==> config.mk <==
export PLATFORM = sky130hd
export DESIGN_NAME = i2cm_target_match
export DESIGN_NICKNAME = d
export VERILOG_FILES = /design/src/rtl/i2cm_pkg.sv /design/src/rtl/i2cm_slot_bank.sv /design/src/rtl/i2cm_lowest.sv /design/src/rtl/i2cm_target_match.sv
export SDC_FILE = /design/constraint.sdc
export NUM_CORES = 1
export LEC_CHECK = 0
export BUFFER_PORTS_ARGS = -buffer_cell sky130_fd_sc_hd__buf_2
export CELL_PAD_IN_SITES_DETAIL_PLACEMENT = 0
export CELL_PAD_IN_SITES_GLOBAL_PLACEMENT = 1
export CORE_ASPECT_RATIO = 1.4
export CORE_MARGIN = 4
export CORE_UTILIZATION = 44
export DETAILED_ROUTE_END_ITERATION = 6
export GPL_TIMING_DRIVEN = 0
export PLACE_DENSITY = 0.83
export SKIP_CTS_REPAIR_TIMING = 1
export SYNTH_ARGS = -nofsm -noshare
export SYNTH_HDL_FRONTEND = slang
export SYNTH_SLANG_ARGS = --single-unit
==> constraint.sdc <==
create_clock -name clk -period 2.52 [get_ports clk]
set_input_delay 0.378 -clock clk [delete_from_list [all_inputs] [get_ports clk]]
set_output_delay 0.378 -clock clk [all_outputs]
set_load 0.02 [all_outputs]
==> src/rtl/i2cm_pkg.sv <==
package i2cm_pkg;
  // register offsets
  localparam logic [3:0] OFS_CTRL  = 4'h0;
  localparam logic [3:0] OFS_STAT  = 4'h1;
  localparam logic [3:0] OFS_HITLO = 4'h2;
  localparam logic [3:0] OFS_HITHI = 4'h3;
  localparam logic [3:0] OFS_SEL   = 4'h4;
  localparam logic [3:0] OFS_RESP  = 4'h5;
  // control bits
  localparam int CTL_EN   = 0;
  localparam int CTL_GC   = 1;
  localparam int CTL_ARP  = 2;
  localparam int CTL_IE   = 3;
  localparam int CTL_BANK = 7;
  // status bits
  localparam int ST_MATCH = 0;
  localparam int ST_STOP  = 1;
  localparam int ST_OWN   = 2;
  localparam int ST_GC    = 3;
  localparam int ST_ARP   = 4;
  localparam int ST_DIR   = 5;
  // number of hit bits in the low hit register
  localparam int HIT_LO_BITS = 7;
endpackage

==> src/rtl/i2cm_slot_bank.sv <==
module i2cm_slot_bank #(
  parameter int NSLOT = 10,
  parameter int AW    = 7,
  localparam int IW   = $clog2(NSLOT),
  localparam int SW   = AW + 1
) (
  input  logic             clk,
  input  logic             rst,
  input  logic             we,
  input  logic [IW-1:0]    widx,
  input  logic [SW-1:0]    wdata,
  input  logic [IW-1:0]    ridx,
  output logic [SW-1:0]    rdata,
  input  logic [AW-1:0]    cmp_addr,
  output logic [NSLOT-1:0] hit
);
  logic [SW-1:0] slot_q [NSLOT];

  for (genvar g = 0; g < NSLOT; g++) begin : g_slot
    always_ff @(posedge clk) begin
      if (rst)                          slot_q[g] <= '0;
      else if (we && widx == IW'(g))    slot_q[g] <= wdata;
    end
    // enable bit is the top bit of the slot word
    assign hit[g] = slot_q[g][SW-1] && (slot_q[g][AW-1:0] == cmp_addr);
  end

  always_comb begin
    rdata = '0;
    for (int i = 0; i < NSLOT; i++)
      if (ridx == IW'(i)) rdata = slot_q[i];
  end
endmodule

==> src/rtl/i2cm_lowest.sv <==
module i2cm_lowest #(
  parameter int N   = 10,
  localparam int IW = $clog2(N)
) (
  input  logic [N-1:0]  req,
  output logic          any,
  output logic [IW-1:0] idx
);
  always_comb begin
    any = |req;
    idx = '0;
    for (int i = N - 1; i >= 0; i--)
      if (req[i]) idx = IW'(i);
  end
endmodule

==> src/rtl/i2cm_target_match.sv <==
module i2cm_target_match
  import i2cm_pkg::*;
#(
  parameter int         NSLOT       = 10,
  parameter int         BANK0_SLOTS = 2,
  parameter logic [6:0] GC_ADDR     = 7'h00,
  parameter logic [6:0] ARP_ADDR    = 7'h61
) (
  input  logic       clk,
  input  logic       rst,
  input  logic       ev_start,
  input  logic       ev_stop,
  input  logic       ev_addr,
  input  logic [7:0] addr_byte,
  input  logic       ev_bus_err,
  input  logic       reg_we,
  input  logic [3:0] reg_addr,
  input  logic [7:0] reg_wdata,
  output logic [7:0] reg_rdata,
  output logic       irq
);
  localparam int AW   = 7;
  localparam int IW   = $clog2(NSLOT);
  localparam int HI_N = NSLOT - HIT_LO_BITS;

  // control
  logic ctrl_en, ctrl_gc, ctrl_arp, ctrl_ie, ctrl_bank;
  // status and captured match
  logic             st_match, st_stop, st_own, st_gc, st_arp, st_dir;
  logic [NSLOT-1:0] hit_q;
  logic [IW-1:0]    sel_q;
  logic [AW-1:0]    resp_q;

  // slot window decode
  logic          win_sel, slot_ok;
  logic [2:0]    woff;
  logic [IW-1:0] slot_idx;
  logic [7:0]    slot_rd;
  int            wi;

  assign win_sel = reg_addr[3];
  assign woff    = reg_addr[2:0];

  always_comb begin
    wi       = ctrl_bank ? int'(woff) + BANK0_SLOTS : int'(woff);
    slot_ok  = win_sel && (ctrl_bank ? (int'(woff) < NSLOT - BANK0_SLOTS)
                                     : (int'(woff) < BANK0_SLOTS));
    slot_idx = IW'(wi);
  end

  // compare path
  logic [AW-1:0]    cmp_addr;
  logic [NSLOT-1:0] hit_now;
  logic             own_any;
  logic [IW-1:0]    own_idx;
  logic             gc_hit, arp_hit, any_hit, addr_take;

  assign cmp_addr = addr_byte[7:1];

  i2cm_slot_bank #(.NSLOT(NSLOT), .AW(AW)) i_slots (
    .clk      (clk),
    .rst      (rst),
    .we       (reg_we && slot_ok),
    .widx     (slot_idx),
    .wdata    (reg_wdata),
    .ridx     (slot_idx),
    .rdata    (slot_rd),
    .cmp_addr (cmp_addr),
    .hit      (hit_now)
  );

  i2cm_lowest #(.N(NSLOT)) i_lowest (
    .req (hit_now),
    .any (own_any),
    .idx (own_idx)
  );

  assign gc_hit    = ctrl_gc  && (cmp_addr == GC_ADDR);
  assign arp_hit   = ctrl_arp && (cmp_addr == ARP_ADDR);
  assign any_hit   = own_any || gc_hit || arp_hit;
  assign addr_take = ev_addr && ctrl_en;

  wire stat_wr = reg_we && (reg_addr == OFS_STAT);

  // control register
  always_ff @(posedge clk) begin
    if (rst) begin
      {ctrl_en, ctrl_gc, ctrl_arp, ctrl_ie, ctrl_bank} <= '0;
    end else if (reg_we && reg_addr == OFS_CTRL) begin
      ctrl_en   <= reg_wdata[CTL_EN];
      ctrl_gc   <= reg_wdata[CTL_GC];
      ctrl_arp  <= reg_wdata[CTL_ARP];
      ctrl_ie   <= reg_wdata[CTL_IE];
      ctrl_bank <= reg_wdata[CTL_BANK];
    end
  end

  // sticky flags: bus error beats set, set beats write-one-to-clear
  always_ff @(posedge clk) begin
    if (rst || ev_bus_err) begin
      st_match <= 1'b0;
      st_stop  <= 1'b0;
    end else begin
      if (addr_take && any_hit)                   st_match <= 1'b1;
      else if (stat_wr && reg_wdata[ST_MATCH])    st_match <= 1'b0;
      if (ev_stop && (st_own || st_gc || st_arp)) st_stop  <= 1'b1;
      else if (stat_wr && reg_wdata[ST_STOP])     st_stop  <= 1'b0;
    end
  end

  // captured match result
  always_ff @(posedge clk) begin
    if (rst || ev_bus_err) begin
      {st_own, st_gc, st_arp, st_dir} <= '0;
      hit_q  <= '0;
      sel_q  <= '0;
      resp_q <= '0;
    end else if (addr_take) begin
      st_own <= own_any;
      st_gc  <= gc_hit;
      st_arp <= arp_hit;
      st_dir <= any_hit && addr_byte[0];
      hit_q  <= hit_now;
      sel_q  <= own_any ? own_idx : '0;
      resp_q <= own_any ? cmp_addr : gc_hit ? GC_ADDR : arp_hit ? ARP_ADDR : '0;
    end else if (ev_start || ev_stop) begin
      {st_own, st_gc, st_arp, st_dir} <= '0;
      hit_q  <= '0;
      sel_q  <= '0;
      resp_q <= '0;
    end
  end

  // split hit vector
  logic [7:0] hit_lo, hit_hi;
  always_comb begin
    hit_lo = '0;
    hit_hi = '0;
    for (int i = 0; i < NSLOT; i++) begin
      if (i < HIT_LO_BITS) hit_lo[i] = hit_q[i];
      else                 hit_hi[i - HIT_LO_BITS] = hit_q[i];
    end
  end

  // registered read port
  always_ff @(posedge clk) begin
    if (rst) begin
      reg_rdata <= '0;
    end else if (win_sel) begin
      reg_rdata <= slot_ok ? slot_rd : 8'h00;
    end else begin
      case (reg_addr)
        OFS_CTRL:  reg_rdata <= {ctrl_bank, 3'b000, ctrl_ie, ctrl_arp, ctrl_gc, ctrl_en};
        OFS_STAT:  reg_rdata <= {2'b00, st_dir, st_arp, st_gc, st_own, st_stop, st_match};
        OFS_HITLO: reg_rdata <= hit_lo;
        OFS_HITHI: reg_rdata <= hit_hi;
        OFS_SEL:   reg_rdata <= 8'(sel_q);
        OFS_RESP:  reg_rdata <= {1'b0, resp_q};
        default:   reg_rdata <= 8'h00;
      endcase
    end
  end

  assign irq = st_match && ctrl_ie;

  // ---------------- assertions ----------------
  assert_sel_is_hit_R5: assert property (@(posedge clk) disable iff (rst)
    st_own |-> hit_q[sel_q]);

  assert_own_flag_R3: assert property (@(posedge clk) disable iff (rst)
    st_own == (|hit_q));

  assert_bus_err_clears_R12: assert property (@(posedge clk) disable iff (rst)
    ev_bus_err |=> (!st_match && !st_stop && !st_own && !st_gc && !st_arp && hit_q == '0));

  assert_disabled_ignored_R11: assert property (@(posedge clk) disable iff (rst)
    (ev_addr && !ctrl_en && !ev_bus_err && !ev_start && !ev_stop && !reg_we)
    |=> ($stable(hit_q) && $stable(st_match) && $stable(resp_q)));

  assert_result_held_R13: assert property (@(posedge clk) disable iff (rst)
    (!ev_addr && !ev_start && !ev_stop && !ev_bus_err)
    |=> ($stable(sel_q) && $stable(st_dir) && $stable(hit_q)));

  assert_irq_source_R10: assert property (@(posedge clk) disable iff (rst)
    irq |-> (st_match && ctrl_ie));
endmodule

==> results.toml, run 1 <==
[drt]
viasPerCell = 6.30
drt_iter0_drc = 585
antenna_left = 0
drc = 0
vias = 5462
wl_um = 21400
wire_per_inst_um = 24.7
first_pass_iters = 6

[setup_path]
r2r_slack_ps = -40
timing.rr.end = "i_slots.slot_q[3][2]$_SDFFCE_PN0P_"
reg2reg_depth = 6
criticalPathCategory = "reg -> reg"
cp_data_required_time_ps = 2800
worstPathMaxFanout = 10
cp.arrival_ps = 2840
crit_path_start_kind = "flip-flop"
r2r_start = "ctrl_bank$_SDFFE_PP0P_"
end_kind = "flip-flop"

[timing]
finalMaxSlewViolations = 0
finalSetupTns_ps = -59.9
finalCritPeriodShare = 1.02
hold_violations = 0
rsz0062_at_grt = "true"
finalClockSkew_ps = 8.90
final-setup-viol-count = 3
fmax_ghz = 0.391
fin_crit_ps = 2560
worst_slew_pin_slew_ps = 906
whs_ps = 231
setup_ws_ps = -40.5
relSlewSlack = 0.390

[synth]
synth-edff-count = 80
synth.most_common_cell = "edfxtp_1"
synth_top_cell_area_share = 0.372
synthAdderAreaFrac = 0.00387
synth-xor-area-share = 0.0949
synthesis.area_mm2 = 0.00646
synth_top_family_by_area = "simple AND/OR/NAND/NOR gates"
synth_top_area_cell = "edfxtp_1"
synthSimpleGateAreaFrac = 0.186
synth_seq_cells = 120
synthArstFlopShare = 0
synth_mux_area_frac = 0.0349
synth.yosys.seq_area_share = 0.496
ys_types = 59
synth_compound_area_frac = 0.137
synth_nets = 643
syn_inst = 614
netlist_top_cells_count = "80 x edfxtp_1, 70 x xnor2_1, 68 x and3_1, 55 x nor2_1, 40 x dfxtp_1"
synth_area_per_cell_um2 = 10.5
synth_area_leaders = "edfxtp_1 37%, dfxtp_1 12%, xnor2_1 9.5%, and3_1 6.6%, a22oi_1 3.4%"
ys_warn_count = 0
ys.flop_type = "edfxtp_1"

[clock_tree]
clock-root-buffer = "clkbuf_16"
ctsHtreeMaxLevel = 4
cts-buffers-inserted = 17
clk_pin_slew_ps = 60
ctsLongestPathBuffers = 2
cts_tree = "done"
cts.sinks = 120
clock_insertion_delay_worst_skew_ps = 420

[worst_hold_path]
worstHoldPathCells = 3
worstHoldPathType = "in -> reg"
worstHoldStart = "ev_stop"
min_delay_worst_endpoint = "st_stop$_SDFFE_PP0P_"

[floorplan]
rows = 52
core-area_mm2 = 0.0144
io_pins = 36
start_util = 0.447
die_area_mm2 = 0.0167
die_h_um = 151
die_w_um = 110

[placed_design]
port-buffer-count = 31
place_hpwl_um = 15700
dp.cells = 834
gp_congestion = 1.01

[global_routing]
grt_usage = 0.262
overflow = 0
grt_pass1_vias = 5276
grt_pass1_wl_um = 31500
grt_antenna_before_repair = 0
grt_max_degree = 17

[finish]
area_growth_pct = 16.6
fillCellCount = 1308
multi_input_area_mm2 = 0.00298
stdcell_count = 867
nets = 693
ff_latch_area_mm2 = 0.00320
final_layout_size_suffix_gt1_frac = 0.168

[pwr]
power_density_mw_per_mm2 = 704
total_power_w = 0.00531
power_leakage_nw = 2.87
peakVddDrop_v = 0.000583

[outcome]
status = "complete, but fails checks"
violations = "setup timing"

[run]
maxCapViolations = 0
==> cell usage in the layout, fill, tap and decap left out, types with 3 or more instances in the layout <==
master and count:
a211oi_1 3, a21oi_1 22, a221oi_1 5, a222oi_1 7, a22oi_1 29, a31oi_1 6, a32oi_1 3, a41o_1 3
and2_1 19, and3_1 68, buf_2 37, buf_4 8, buf_6 7, bufinv_16 5, clkbuf_1 23, clkbuf_16 17
clkbuf_2 6, clkinv_2 3, clkinvlp_4 3, dfxtp_1 40, edfxtp_1 80, inv_1 7, mux2_2 4, mux2i_1 9
mux4_2 4, nand2_1 28, nand3_1 5, nand4_1 22, nor2_1 55, nor3_1 7, o21ai_0 16, o21ai_1 3
o22ai_1 5, o31ai_1 4, xnor2_1 70
==> routing by layer <==
metal  global-route usage  routed length (um)  vias up
li1                     -                   -     2396
met1                0.302                7590     2635
met2                0.460               10800      349
met3               0.0435                1750       82
met4                0.134                1210        0
met5                    0                   0        -
==> stage by stage <==
| stage | setup slack, ps | cell area (um^2) | utilization |
|---|---|---|---|
| 2_1_floorplan | 9.69 | 6460 | - |
| 3_3_place_gp | -660 | 6850 | 0.474 |
| 3_5_place_dp | -681 | 6850 | 0.474 |
| 4_1_cts | -246 | 7480 | 0.518 |
| 5_1_grt | -105 | 7530 | 0.521 |
| 6_report | -40.5 | 7530 | 0.521 |
==> area by class of cell <==
type                       count  area share
buffer                        52      0.0394
inverter                       7     0.00349
timing repair buffer          31      0.0206
antenna                        1    0.000332
sequential                   120       0.425
clock buffer                  18      0.0570
tap                          189      0.0314
clock inverter                14      0.0271
multi-input combinational    435       0.396
==> worst max-delay path, stage by stage (launching register included) <==
cell and delay, ps:
dfxtp_1 470, buf_2 260, o21a_2 270, nand2_1 240
nor3b_2 490, clkbuf_1 430, and3_1 250
==> how the worst max path moves through the flow <==
stage	from	to	slack, ps	cells past startpoint
3_5_place_dp	reg_addr[1]	i_slots.slot_q[2][7]$_SDFFCE_PN0P_	-680	9
6_report	ctrl_bank$_SDFFE_PP0P_	i_slots.slot_q[3][2]$_SDFFCE_PN0P_	-40	6
3_3_place_gp	reg_addr[0]	i_slots.slot_q[7][2]$_SDFFCE_PN0P_	-660	6
4_1_cts	reg_addr[1]	i_slots.slot_q[2][0]$_SDFFCE_PN0P_	-250	9
2_1_floorplan	reg_addr[1]	i_slots.slot_q[2][0]$_SDFFCE_PN0P_	10	8
5_1_grt	ctrl_bank$_SDFFE_PP0P_	i_slots.slot_q[3][0]$_SDFFCE_PN0P_	-110	6
==> flip-flops by register name, indices dropped and copies added, names as in the netlist <==
name,cells
i_slots.slot_q,80
st_dir,1
ctrl_gc,1
ctrl_ie,1
hit_q,10
sel_q,4
resp_q,7
st_gc,1
st_match,1
reg_rdata,8
st_arp,1
st_stop,1
st_own,1
ctrl_bank,1
ctrl_en,1
ctrl_arp,1
==> logic make-up (layout without fill, tap and decap cells) <==
| group | Yosys count | after routing |
|---|---|---|
| other | 0 | 1 |
| muxes | 17 | 17 |
| AOI/OAI and AO/OA | 125 | 125 |
| DFF | 120 | 120 |
| buffers and inverters | 59 | 122 |
| xor gates and xnor gates | 70 | 70 |
| and+or+nand+nor | 221 | 221 |
| adders and majority gates | 2 | 2 |
==> power breakdown <==
part | total [W] | internal, W | switching, W | leakage (nW)
logic | 0.000467 | 0.000163 | 0.000303 | 1.42
clock network | 0.00264 | 0.00174 | 0.000899 | 0.301
registers | 0.00220 | 0.00215 | 0.0000507 | 1.15
total | 0.00531 | 0.00405 | 0.00125 | 2.87
No activity file was read; power rests on OpenSTA's default activity.
==> inputs of run 2 (changes only) <==
CORE_UTILIZATION = 46   (was 44)
CTS_BUF_LIST = sky130_fd_sc_hd__clkbuf_4   (was unset)
GPL_TIMING_DRIVEN = 1   (was 0)
PLACE_DENSITY = 0.86   (was 0.83)
==> run 2 against run 1 <==
Compared with the run above: count of clock-buffer cells in the layout is 3 higher; setup slack better by 240 ps; the run now ends clean; via count decreased by 2.5%; final cell count down 0.92%; maximum frequency grew 10%; non-clock buffer count fell by 4; power down 19%; sequential share of layout area up 1.2 points.
==> results.toml, run 2 (synthesis gave the netlist of run 1 again) <==
[clock_tree]
clk_pin_slew_ps = 110
cts-buffers-inserted = 17
ctsLongestPathBuffers = 2
cts.sinks = 120
clock_insertion_delay_worst_skew_ps = 530
clock-root-buffer = "clkbuf_4"
cts_tree = "done"
ctsHtreeMaxLevel = 4

[drt]
wl_um = 20200
first_pass_iters = 7
wire_per_inst_um = 23.5
drc = 0
drt_iter0_drc = 558
antenna_left = 0
viasPerCell = 6.20
vias = 5323

[floorplan]
die_area_mm2 = 0.0160
rows = 51
die_h_um = 148
io_pins = 36
core-area_mm2 = 0.0138
die_w_um = 108
start_util = 0.466

[timing]
finalSetupTns_ps = 0
hold_violations = 0
finalMaxSlewViolations = 0
finalCritPeriodShare = 0.922
fmax_ghz = 0.431
rsz0062_at_grt = "false"
whs_ps = 114
fin_crit_ps = 2320
worst_slew_pin_slew_ps = 919
relSlewSlack = 0.387
final-setup-viol-count = 0
finalClockSkew_ps = 18.4

[placed_design]
dpl_cell_area_mm2 = 0.00699
gp_congestion = 0.934
place_hpwl_um = 14700
port-buffer-count = 35

[global_routing]
use_met3 = 0.0538
met1_usage = 0.304
overflow = 0
grt_antenna_before_repair = 1
grtUsageMet2 = 0.444
grt_usage = 0.262
grt.busiest_layer = "met2"
grt_pass1_vias = 5328
grt_max_degree = 33
grt_pass1_wl_um = 31100

[finish]
fillCellCount = 1247
nets = 689
top_register = "i_slots.slot_q"
layout_commonest_cell = "edfxtp_1"
largest_register_ffs = 80
fin_util = 0.529
biggestRegsByFlops = "i_slots.slot_q (80), hit_q (10), reg_rdata (8)"
final_layout_size_suffix_gt1_frac = 0.199
ff_latch_area_mm2 = 0.00320
fin_area_mm2 = 0.00733
area_growth_pct = 13.4
layout_common_cells = "80 x edfxtp_1, 70 x xnor2_1, 68 x and3_1, 55 x nor2_1, 41 x buf_4"
multi_input_area_mm2 = 0.00298

[pwr]
power_density_mw_per_mm2 = 585
peakVddDrop_v = 0.000259
power_leakage_nw = 2.84

[setup_path]
cp_data_required_time_ps = 2940
criticalPathCategory = "reg -> reg"
end_kind = "flip-flop"
crit_path_start_kind = "flip-flop"
worstPathMaxFanout = 9
cp.arrival_ps = 2750

[worst_hold_path]
worstHoldPathType = "in -> reg"

[run]
maxCapViolations = 0

[outcome]
status = "finished, final reports clean"
-- run 2: cell count changes in the layout (fill, tap and decap cells not counted), sizes merged --
cell and change:
buf +25, clkbuf -26, clkinvlp -2, clkinv -1
-- run 2: per-layer routing --
metal / wire [um] / vias to the layer above
li1: - / 2393
met1: 7250 / 2560
met2: 10300 / 291
met3: 1490 / 79
met4: 1180 / 0
met5: 0 / -
-- run 2: path summary, 6_finish.rpt --
kind / startpoint / endpoint / slack (ps) / cells after the start
max: ctrl_bank$_SDFFE_PP0P_ / reg_rdata[4]$_SDFF_PP0_ / 200 / 7
min reg2reg: resp_q[0]$_SDFFE_PP0P_ / resp_q[0]$_SDFFE_PP0P_ / 480 / 2
max reg2reg: ctrl_bank$_SDFFE_PP0P_ / reg_rdata[4]$_SDFF_PP0_ / 200 / 7
min: addr_byte[0] / st_dir$_SDFFE_PP0P_ / 110 / 3
-- run 2: power by group --
part	switching, W	total (W)	internal [W]
logic	0.000290	0.000460	0.000170
registers	0.0000480	0.00219	0.00214
clock network	0.000715	0.00164	0.000921
total	0.00105	0.00429	0.00323
-- run 2: through the flow --
step	power, W	setup WS [ps]	cells
6_report	0.00429	197	859
2_1_floorplan	0.00250	9.69	614
5_1_grt	0.00442	47.9	859
4_1_cts	0.00430	239	858
3_3_place_gp	0.00268	-146	826
3_5_place_dp	0.00269	-167	826
-- run 2: critical path, cell delays in order, from the launching register on --
cell and delay, ps:
dfxtp_1 510, nor3_1 110, a31o_2 300, a222oi_1 450
nand2_1 160, a221oi_1 440, o22a_1 220, nor2_1 40
-- run 2: layout make-up --
| type | instances | share of cell area |
|---|---|---|
| Sequential cell | 120 | 0.437 |
| Multi-Input combinational cell | 435 | 0.407 |
| Timing Repair Buffer | 79 | 0.0741 |
| Tap cell | 185 | 0.0316 |
| Clock inverter | 11 | 0.0246 |
| Clock buffer | 21 | 0.0215 |
| Inverter | 7 | 0.00359 |
| Antenna cell | 1 | 0.000342 |
